## src/rtl/ctx_pkg.sv

```systemverilog
package ctx_pkg;
  typedef enum logic [1:0] {ST_IDLE, ST_DRAIN, ST_FILL} ctxState_t;

  typedef struct packed {
    logic captureSnap;
    logic pushBase;
    logic fillWord;
  } ctxStrobe_t;
endpackage

```

## src/rtl/ctx_shadow_ctrl.sv

```systemverilog
module ctx_shadow_ctrl
  import ctx_pkg::*;
#(
  parameter int FRAME = 8,
  parameter int DEPTH = 4,
  localparam int IDX_W = $clog2(FRAME),
  localparam int LVL_W = $clog2(DEPTH + 1)
)(
  input  logic             clk,
  input  logic             rst_n,
  input  logic             entryReq,
  input  logic             retReq,
  input  logic             coreMemActive,
  input  logic             memGnt,
  output logic             entryAck,
  output logic             retAck,
  output logic             nestOk,
  output logic             busy,
  output logic             memReq,
  output logic             memWe,
  output ctxStrobe_t       strobe,
  output logic [IDX_W-1:0] wordIdx,
  output logic [LVL_W-1:0] pushLvl,
  output logic [LVL_W-1:0] useLvl
);
  localparam logic [IDX_W-1:0] LAST_IDX = IDX_W'(FRAME - 1);
  localparam logic [LVL_W-1:0] MAX_LVL  = LVL_W'(DEPTH);

  ctxState_t        stateQ;
  logic [LVL_W-1:0] depthQ;
  logic [IDX_W-1:0] idxQ;
  logic             validQ;
  logic             fire;

  assign nestOk   = depthQ < MAX_LVL;
  assign busy     = stateQ != ST_IDLE;
  assign entryAck = entryReq && (stateQ == ST_IDLE) && nestOk;
  assign retAck   = retReq && (depthQ != '0) && validQ && !entryAck;
  assign memReq   = busy && !coreMemActive;
  assign memWe    = stateQ == ST_DRAIN;
  assign fire     = memReq && memGnt;
  assign wordIdx  = idxQ;
  assign pushLvl  = depthQ;
  assign useLvl   = depthQ - 1'b1;

  always_comb begin
    strobe = '0;
    strobe.captureSnap = entryAck;
    strobe.pushBase    = entryAck;
    strobe.fillWord    = fire && (stateQ == ST_FILL) && !retAck;
  end

  always_ff @(posedge clk or negedge rst_n) begin
    if (!rst_n) begin
      stateQ <= ST_IDLE;
      depthQ <= '0;
      idxQ   <= '0;
      validQ <= 1'b0;
    end else if (entryAck) begin
      stateQ <= ST_DRAIN;
      depthQ <= depthQ + 1'b1;
      idxQ   <= '0;
      validQ <= 1'b1;
    end else if (retAck) begin
      depthQ <= depthQ - 1'b1;
      idxQ   <= '0;
      validQ <= 1'b0;
      stateQ <= (depthQ > LVL_W'(1)) ? ST_FILL : ST_IDLE;
    end else if (fire) begin
      idxQ <= idxQ + 1'b1;
      if (idxQ == LAST_IDX) begin
        stateQ <= ST_IDLE;
        idxQ   <= '0;
        if (stateQ == ST_FILL) validQ <= 1'b1;
      end
    end
  end


  depth_cap_chk: assert property (@(posedge clk) disable iff (!rst_n)
    depthQ <= MAX_LVL);

  drain_start_chk: assert property (@(posedge clk) disable iff (!rst_n)
    entryAck |=> (busy && memWe));

  refill_start_chk: assert property (@(posedge clk) disable iff (!rst_n)
    (retAck && depthQ > LVL_W'(1)) |=> (stateQ == ST_FILL));

  fill_stall_chk: assert property (@(posedge clk) disable iff (!rst_n)
    ((stateQ == ST_FILL) && retReq) |-> !retAck);
endmodule

```

## src/rtl/ctx_shadow_dp.sv

```systemverilog
module ctx_shadow_dp
  import ctx_pkg::*;
#(
  parameter int WORD_W = 32,
  parameter int ADDR_W = 32,
  parameter int FRAME  = 8,
  parameter int DEPTH  = 4,
  localparam int IDX_W = $clog2(FRAME),
  localparam int LVL_W = $clog2(DEPTH + 1),
  localparam int BYTES = WORD_W / 8
)(
  input  logic                    clk,
  input  logic                    rst_n,
  input  ctxStrobe_t              strobe,
  input  logic [IDX_W-1:0]        wordIdx,
  input  logic [LVL_W-1:0]        pushLvl,
  input  logic [LVL_W-1:0]        useLvl,
  input  logic [FRAME*WORD_W-1:0] snapIn,
  input  logic [ADDR_W-1:0]       spIn,
  input  logic [WORD_W-1:0]       rdData,
  output logic [FRAME*WORD_W-1:0] bankOut,
  output logic [ADDR_W-1:0]       memAddr,
  output logic [WORD_W-1:0]       wrData
);
  localparam logic [ADDR_W-1:0] FRAME_BYTES = ADDR_W'(FRAME * BYTES);
  localparam logic [IDX_W-1:0]  LAST_IDX    = IDX_W'(FRAME - 1);

  logic [WORD_W-1:0] bankQ [FRAME];
  logic [ADDR_W-1:0] baseQ [1 << LVL_W];
  logic [IDX_W-1:0]  slot;

  for (genvar k = 0; k < FRAME; k++) begin : g_bank
    always_ff @(posedge clk or negedge rst_n) begin
      if (!rst_n)
        bankQ[k] <= '0;
      else if (strobe.captureSnap)
        bankQ[k] <= snapIn[k*WORD_W +: WORD_W];
      else if (strobe.fillWord && wordIdx == IDX_W'(k))
        bankQ[k] <= rdData;
    end
    assign bankOut[k*WORD_W +: WORD_W] = bankQ[k];
  end

  for (genvar l = 0; l < (1 << LVL_W); l++) begin : g_base
    always_ff @(posedge clk or negedge rst_n) begin
      if (!rst_n)
        baseQ[l] <= '0;
      else if (strobe.pushBase && pushLvl == LVL_W'(l))
        baseQ[l] <= spIn - FRAME_BYTES;
    end
  end

  // word k sits at frame base + BYTES*(FRAME-1-k), i.e. sp - BYTES*(k+1)
  assign slot    = LAST_IDX - wordIdx;
  assign memAddr = baseQ[useLvl] + (ADDR_W'(slot) * ADDR_W'(BYTES));
  assign wrData  = bankQ[wordIdx];


  snap_latch_chk: assert property (@(posedge clk) disable iff (!rst_n)
    strobe.captureSnap |=> (bankOut == $past(snapIn)));
endmodule

```

## src/rtl/ctx_shadow_unit.sv

```systemverilog
module ctx_shadow_unit
  import ctx_pkg::*;
#(
  parameter int WORD_W = 32,
  parameter int ADDR_W = 32,
  parameter int FRAME  = 8,
  parameter int DEPTH  = 4,
  localparam int IDX_W = $clog2(FRAME),
  localparam int LVL_W = $clog2(DEPTH + 1)
)(
  input  logic                    clk,
  input  logic                    rst_n,
  input  logic [FRAME*WORD_W-1:0] snapData,
  input  logic [ADDR_W-1:0]       spIn,
  input  logic                    entryReq,
  output logic                    entryAck,
  input  logic                    retReq,
  output logic                    retAck,
  output logic [FRAME*WORD_W-1:0] restoreData,
  output logic                    nestOk,
  output logic                    busy,
  input  logic                    coreMemActive,
  output logic                    memReq,
  output logic                    memWe,
  output logic [ADDR_W-1:0]       memAddr,
  output logic [WORD_W-1:0]       memWdata,
  input  logic                    memGnt,
  input  logic [WORD_W-1:0]       memRdata
);
  ctxStrobe_t       strobe;
  logic [IDX_W-1:0] wordIdx;
  logic [LVL_W-1:0] pushLvl;
  logic [LVL_W-1:0] useLvl;

  ctx_shadow_ctrl #(.FRAME(FRAME), .DEPTH(DEPTH)) u_ctrl (
    .clk(clk), .rst_n(rst_n),
    .entryReq(entryReq), .retReq(retReq),
    .coreMemActive(coreMemActive), .memGnt(memGnt),
    .entryAck(entryAck), .retAck(retAck), .nestOk(nestOk), .busy(busy),
    .memReq(memReq), .memWe(memWe), .strobe(strobe),
    .wordIdx(wordIdx), .pushLvl(pushLvl), .useLvl(useLvl)
  );

  ctx_shadow_dp #(.WORD_W(WORD_W), .ADDR_W(ADDR_W), .FRAME(FRAME), .DEPTH(DEPTH)) u_dp (
    .clk(clk), .rst_n(rst_n), .strobe(strobe),
    .wordIdx(wordIdx), .pushLvl(pushLvl), .useLvl(useLvl),
    .snapIn(snapData), .spIn(spIn), .rdData(memRdata),
    .bankOut(restoreData), .memAddr(memAddr), .wrData(memWdata)
  );


  yield_core_chk: assert property (@(posedge clk) disable iff (!rst_n)
    coreMemActive |-> !memReq);

  addr_hold_chk: assert property (@(posedge clk) disable iff (!rst_n)
    (memReq && !memGnt && !retAck) |=> $stable(memAddr));
endmodule

```

## config.mk

```make
export PLATFORM = sky130hd
export DESIGN_NAME = ctx_shadow_unit
export DESIGN_NICKNAME = d
export VERILOG_FILES = /design/src/rtl/ctx_pkg.sv /design/src/rtl/ctx_shadow_ctrl.sv /design/src/rtl/ctx_shadow_dp.sv /design/src/rtl/ctx_shadow_unit.sv
export SDC_FILE = /design/constraint.sdc
export NUM_CORES = 1
export LEC_CHECK = 0
export ABC_CLOCK_PERIOD_IN_PS = 10300
export CAP_MARGIN = 30
export CORE_ASPECT_RATIO = 1.25
export CORE_MARGIN = 2
export CORE_UTILIZATION = 40
export DETAILED_ROUTE_END_ITERATION = 12
export GPL_TIMING_DRIVEN = 1
export PLACE_DENSITY = 0.7
export SYNTH_ARGS = -nofsm -noshare
export SYNTH_HDL_FRONTEND = slang
export SYNTH_SLANG_ARGS = --single-unit
```

## constraint.sdc

```tcl
create_clock -name clk -period 10.3 [get_ports clk]
set_input_delay 2.06 -clock clk [delete_from_list [all_inputs] [get_ports clk]]
set_output_delay 2.06 -clock clk [all_outputs]
set_load 0.05 [all_outputs]
```

---- Word-level counts from Yosys, hierarchy flattened ----
Index checks and enable logic that the tools add are counted.
storage, ports and cells
  bits in registers ....................... 521
  bits of input ports ..................... 326
  output and inout port bits .............. 326
  logic and storage cells ................. 133
cells by class
  $add $sub $neg .......................... 6
  magnitude comparators ................... 4
  eq/ne operators ......................... 16
  muxes and demuxes ....................... 38
  bitwise operators ....................... 2
  reduce and logical (&&, ||, !) cells .... 47
operator list
  cell                                                           number
  2-to-1 mux 32 bit                                              20
  binary-select mux 32 bit (select 3 bit)                        2
  adder 32 x 5 -> 32 bit                                         1
  subtractor 32 x 6 -> 32 bit, second input constant             1
  logical AND 1 bit                                              25
  == test 3 bit, second input constant                           8
  nonzero test 2 bit                                             10
  2-to-1 mux 3 bit                                               6
  == test 3 x 2 -> 1 bit, second input constant                  4
  nonzero test 3 bit                                             4
  2-to-1 mux 2 bit                                               5
  greater-or-equal comparator 4 bit, second input constant       2
  inverter 3 -> 4 bit                                            2
  adder 3 x 1 -> 3 bit, second input constant                    2
  == test 3 x 1 -> 1 bit, second input constant                  2
  zero test 3 bit                                                2
  2-to-1 mux 1 bit                                               5
  greater-than comparator 3 x 1 -> 1 bit, second input constant  1
  zero test 1 bit                                                3
  less-than comparator 3 bit, second input constant              1
  AND reduction 3 bit                                            1
  subtractor 3 x 1 -> 3 bit, second input constant               1
  subtractor 3 bit, first input constant                         1
  == test 2 x 1 -> 1 bit, second input constant                  1
  other kinds (3)                                                3

---- Longest topological paths before layout ----
  depth after elaboration ................. 10
  depth in mapped cells ................... 18

---- By module ----
A second synthesis with hierarchy kept.
second synthesis, totals
  cells, all modules ...................... 2482
  area, all modules ....................... 25811.0 µm²
modules (own cells, without submodules)
  module           times used  cells an instance  area an instance (µm²)  seq. area each (µm²)
  ctx_shadow_dp    1           2419               25220.4                 12812.3
  ctx_shadow_ctrl  1           63                 590.6                   225.2

---- Worst setup path before layout ----
OpenSTA, ideal clock, no wires.
  path type ............................... reg2out
  from .................................... register u_ctrl.depthQ[0] (netlist: u_ctrl.pushLvl[0])
  to ...................................... output port memAddr[24]
  arrival time ............................ 4.653 ns
  data required time ...................... 8.240 ns
  setup slack ............................. 3.587 ns
  stages on the path, launching flop included .. 19
  path buffers ............................ 6
  cells stage by stage .................... dfrtp_1 buf_6 inv_2 ha_1 buf_4 buf_4 buf_4 clkbuf_1 buf_1 mux4_2 nand2_1 nand2_1 ha_1 fa_1 a21o_1 a21boi_1 nand3_4 nor3_1 xnor2_1
between the ends
  cells in the longest elaborated chain, start to end .. 6
ends and longest elaborated chain
  item                                                   line                   source
  start: declaration                                     ctx_shadow_ctrl.sv:30  logic [LVL_W-1:0] depthQ;
  start signal: assignment                               ctx_shadow_ctrl.sv:61  depthQ <= depthQ + 1'b1;
  start signal: assignment                               ctx_shadow_ctrl.sv:65  depthQ <= depthQ - 1'b1;
  subtractor 3 x 1 -> 3 bit                              ctx_shadow_ctrl.sv:44  assign useLvl = depthQ - 1'b1;
  inverter 3 -> 4 bit (implied by the code)              ctx_shadow_dp.sv:55    assign memAddr = baseQ[useLvl] + (ADDR_W'(slot) * ADDR_W'(BYTES));
  binary-select mux 32 bit (select 3 bit)                ctx_shadow_dp.sv:55
  2-to-1 mux 32 bit (implied by the code) (2 in series)  ctx_shadow_dp.sv:55
  adder 32 x 5 -> 32 bit                                 ctx_shadow_dp.sv:55
  end: declaration                                       ctx_shadow_unit.sv:25  output logic [ADDR_W-1:0] memAddr,
No other way between the ends. The select of a mux whose other input is x is not followed.

---- Worst setup path after layout ----
  from .................................... register u_ctrl.depthQ[0] (netlist: u_ctrl.pushLvl[0])
  to ...................................... output port memAddr[26]
The elaborated chain is that of the path after synthesis.

==> flow_summary.json <==
{
  "grt_use_total_pct": 31.8,
  "synth_nets": 2778,
  "clkLatencyLatePin_ps": 640,
  "slew_violations": 0,
  "dpl.hpwl_um": 78500,
  "rr_endpoint": "u_dp.bankOut[237]",
  "grt_pass1_vias": 21800,
  "grt_setup_unrepaired": "false",
  "cts_resized": 0,
  "fp.dieW_um": 230,
  "cpMaxStageDelayCell": "clkdlybuf4s50_1",
  "syn_area_per_cell_um2": 10.5,
  "fp.dieArea_mm2": 0.0659,
  "grt-ovfl-total": 0,
  "final.setup.worst_slack_ps": 2240,
  "place_ws_ps": 2870,
  "synthFlopType": "dfrtp_1",
  "ioPinCount": 652,
  "cts_root_buf": "clkbuf_16",
  "synth-seq-cells": 521,
  "antenna_found_initial": 57,
  "ff2ff_setup_slack_ps": 6430,
  "dp_cells": 3670,
  "critPathLaunch": "u_ctrl.pushLvl[0]",
  "num-nets-final": 3233,
  "setup_tns_ps": 0,
  "yosysSeqAreaShare_pct": 51.0,
  "status": "finished clean",
  "critPathKind": "flop to primary output",
  "seqCellArea_mm2": 0.0131,
  "nFillCells": 5400,
  "final_common_cell": "clkdlybuf4s50_1",
  "hold_buffers": 0,
  "crit_path_end_kind": "primary output",
  "cts_tree": "done",
  "power.density_mw_per_mm2": 414,
  "antenna_left": 0,
  "wire_per_inst_um": 27.9,
  "async_flop_share_pct": 100,
  "drt_pass1_iterations": 6,
  "synth_edf_count": 0,
  "slew_headroom_pct": 34.1,
  "place.gp.congestion": 1.01,
  "hp-class": "flop to flop",
  "setup_viol": 0,
  "drcViolationCount": 0,
  "cts_made_buffers": 54,
  "num_vias": 21500,
  "layout.cells.most_common_list": "clkdlybuf4s50_1 (650), dfrtp_1 (517), nand2_1 (483), mux2i_1 (204), nor2_1 (192)",
  "cts_sinks": 521,
  "final-hold-violation-count": 0,
  "die_h_um": 287,
  "htree_levels": 2,
  "setup.worst_path.start_class": "flop",
  "start_util_pct": 40.5,
  "rows": 103,
  "totalWireLength_um": 106000,
  "grt_pass1_wl_um": 153000,
  "final_cell_count_no_fill": 3815,
  "vias_per_cell": 5.65,
  "crit_chain": "inv_2 -> ha_1 -> xor2_4 -> nand2_1 -> nand2_1 -> ha_1 -> fa_1 -> a21o_1 -> a21boi_1 -> nand3_4 -> a2111oi_4 -> xnor2_1 -> clkdlybuf4s50_1",
  "critPathCapture": "memAddr[26]",
  "yosys_warnings": 0,
  "core_mm2": 0.0631,
  "ys_types": 53,
  "finalCritPeriodShare_pct": 78.3,
  "reg2reg_depth": 9,
  "critPathMaxFanout": 26,
  "period_needed_ps": 8060,
  "multiInputGateArea_mm2": 0.0114,
  "worstPathArrival_ps": 6000,
  "worst_pin_slew_ps": 986,
  "fmax_mhz": 124,
  "drtIter0Drc": 2133,
  "drive_above_1_share_pct": 10.8,
  "vdd_ir_drop_max_v": 0.000506,
  "io_buffer_count": 651,
  "grt_start_max_net_pins": 153,
  "cts_setup_buffers": 0,
  "clkTransAtPathRegs_ps": 70,
  "areaGrowthSynthToFinish_pct": 35.1,
  "clock_path_buffers": 3,
  "synth_area_mm2": 0.0255,
  "rr_startpoint": "u_ctrl.stateQ[1]",
  "syn_inst": 2434,
  "maxCapViolCount": 0,
  "power.leakage_nw": 15.3,
  "clock_skew_ps": 31.0,
  "required_ps": 8240,
  "cp_slowest_stage_delay_ps": 850
}
==> kinds of logic (layout without fill, tap and decap cells) <==
| group | count (synthesis) | after routing | share of synthesized area, % |
|---|---|---|---|
| xor+xnor | 55 | 55 | 1.91 |
| simple gates | 769 | 769 | 12.2 |
| mux | 352 | 352 | 19.9 |
| fa+ha+maj | 18 | 18 | 0.911 |
| buf+inv | 303 | 801 | 4.71 |
| flops | 521 | 521 | 51.0 |
| other cells | 0 | 43 | 0 |
| compound gates | 416 | 416 | 9.28 |
==> sequential cells by signal, indices dropped and copies added, names as in the netlist <==
signal	cells
u_ctrl.wordIdx	3
u_ctrl.pushLvl	3
u_ctrl.validQ	1
u_dp.bankOut	256
u_ctrl.stateQ	2
u_dp.baseQ	256
==> power breakdown <==
group	switching, mW	internal [mW]	leakage, nW	total, mW
Clock	0.911	1.19	0.916	2.10
Combinational	5.43	3.04	7.87	8.47
Sequential	0.856	2.86	6.51	3.72
==> routing by layer <==
layer  wire, um  up-vias  GRT usage (%)
li1           -     9327              -
met1      41600    10800           41.3
met2      50100     1102           50.8
met3       9620      256           7.90
met4       4900       26           13.5
met5        173        -              0
==> worst max-delay path: cells and delay by family, from the launching register on <==
kind,cells,cell delay [ps]
buf+inv,2,1180
compound gates,3,1130
xor+xnor,2,1020
fa+ha+maj,3,820
flops,1,680
simple gates,3,500
==> through the flow <==
stage	utilization (%)	instance area (um2)	hold WS, ps	power, mW
5_1_grt	54.6	34500	383	14.9
4_1_cts	54.4	34300	376	14.3
6_report	54.7	34500	372	14.3
3_5_place_dp	51.4	32400	362	12.2
3_3_place_gp	51.2	32300	360	12.0
2_1_floorplan	-	25500	424	9.06
==> cells in the mapped netlist (all sizes together) (3+ instances only) <==
cell type  count  area (um2)
a21o           3        22.5
nor4           7        62.6
nor2b          4        25.0
dfrtp        521       13000
buf           61         295
or3            4        25.0
o21ai        162         811
a211oi         4        47.5
mux2i        204        2040
xor2          20         183
nand3         28         165
mux2          25         282
inv           10        37.5
nor3          11        55.1
nor3b          3        22.5
and2          10        62.6
mux4         123        2770
xnor2         35         307
a22oi         64         480
nand2        487        1830
clkbuf       231         867
ha            17         213
nor2         195         734
nand4         10        62.6
a21oi        142         711
a31oi         33         206
==> final cells by class <==
type                       count  share of cell area, %
multi-input combinational   1610                   33.0
inverter                      11                  0.141
antenna                       43                  0.312
tap                          840                   3.04
clock inverter                25                   1.03
clock buffer                  74                   4.48
sequential                   521                   37.8
timing repair buffer         691                   20.2
==> worst min path at each step <==
stage	to	slack, ps	start	cells after the start
2_1_floorplan	u_dp.baseQ[64]	420	u_dp.baseQ[64]	1
3_3_place_gp	u_dp.baseQ[88]	360	u_dp.baseQ[88]	0
3_5_place_dp	u_dp.baseQ[68]	360	u_dp.baseQ[68]	0
4_1_cts	u_dp.baseQ[81]	380	u_dp.baseQ[81]	0
5_1_grt	u_dp.baseQ[96]	380	u_dp.baseQ[96]	0
6_report	u_dp.baseQ[53]	370	u_dp.baseQ[53]	0
Power figures use the tool's default switching activity.
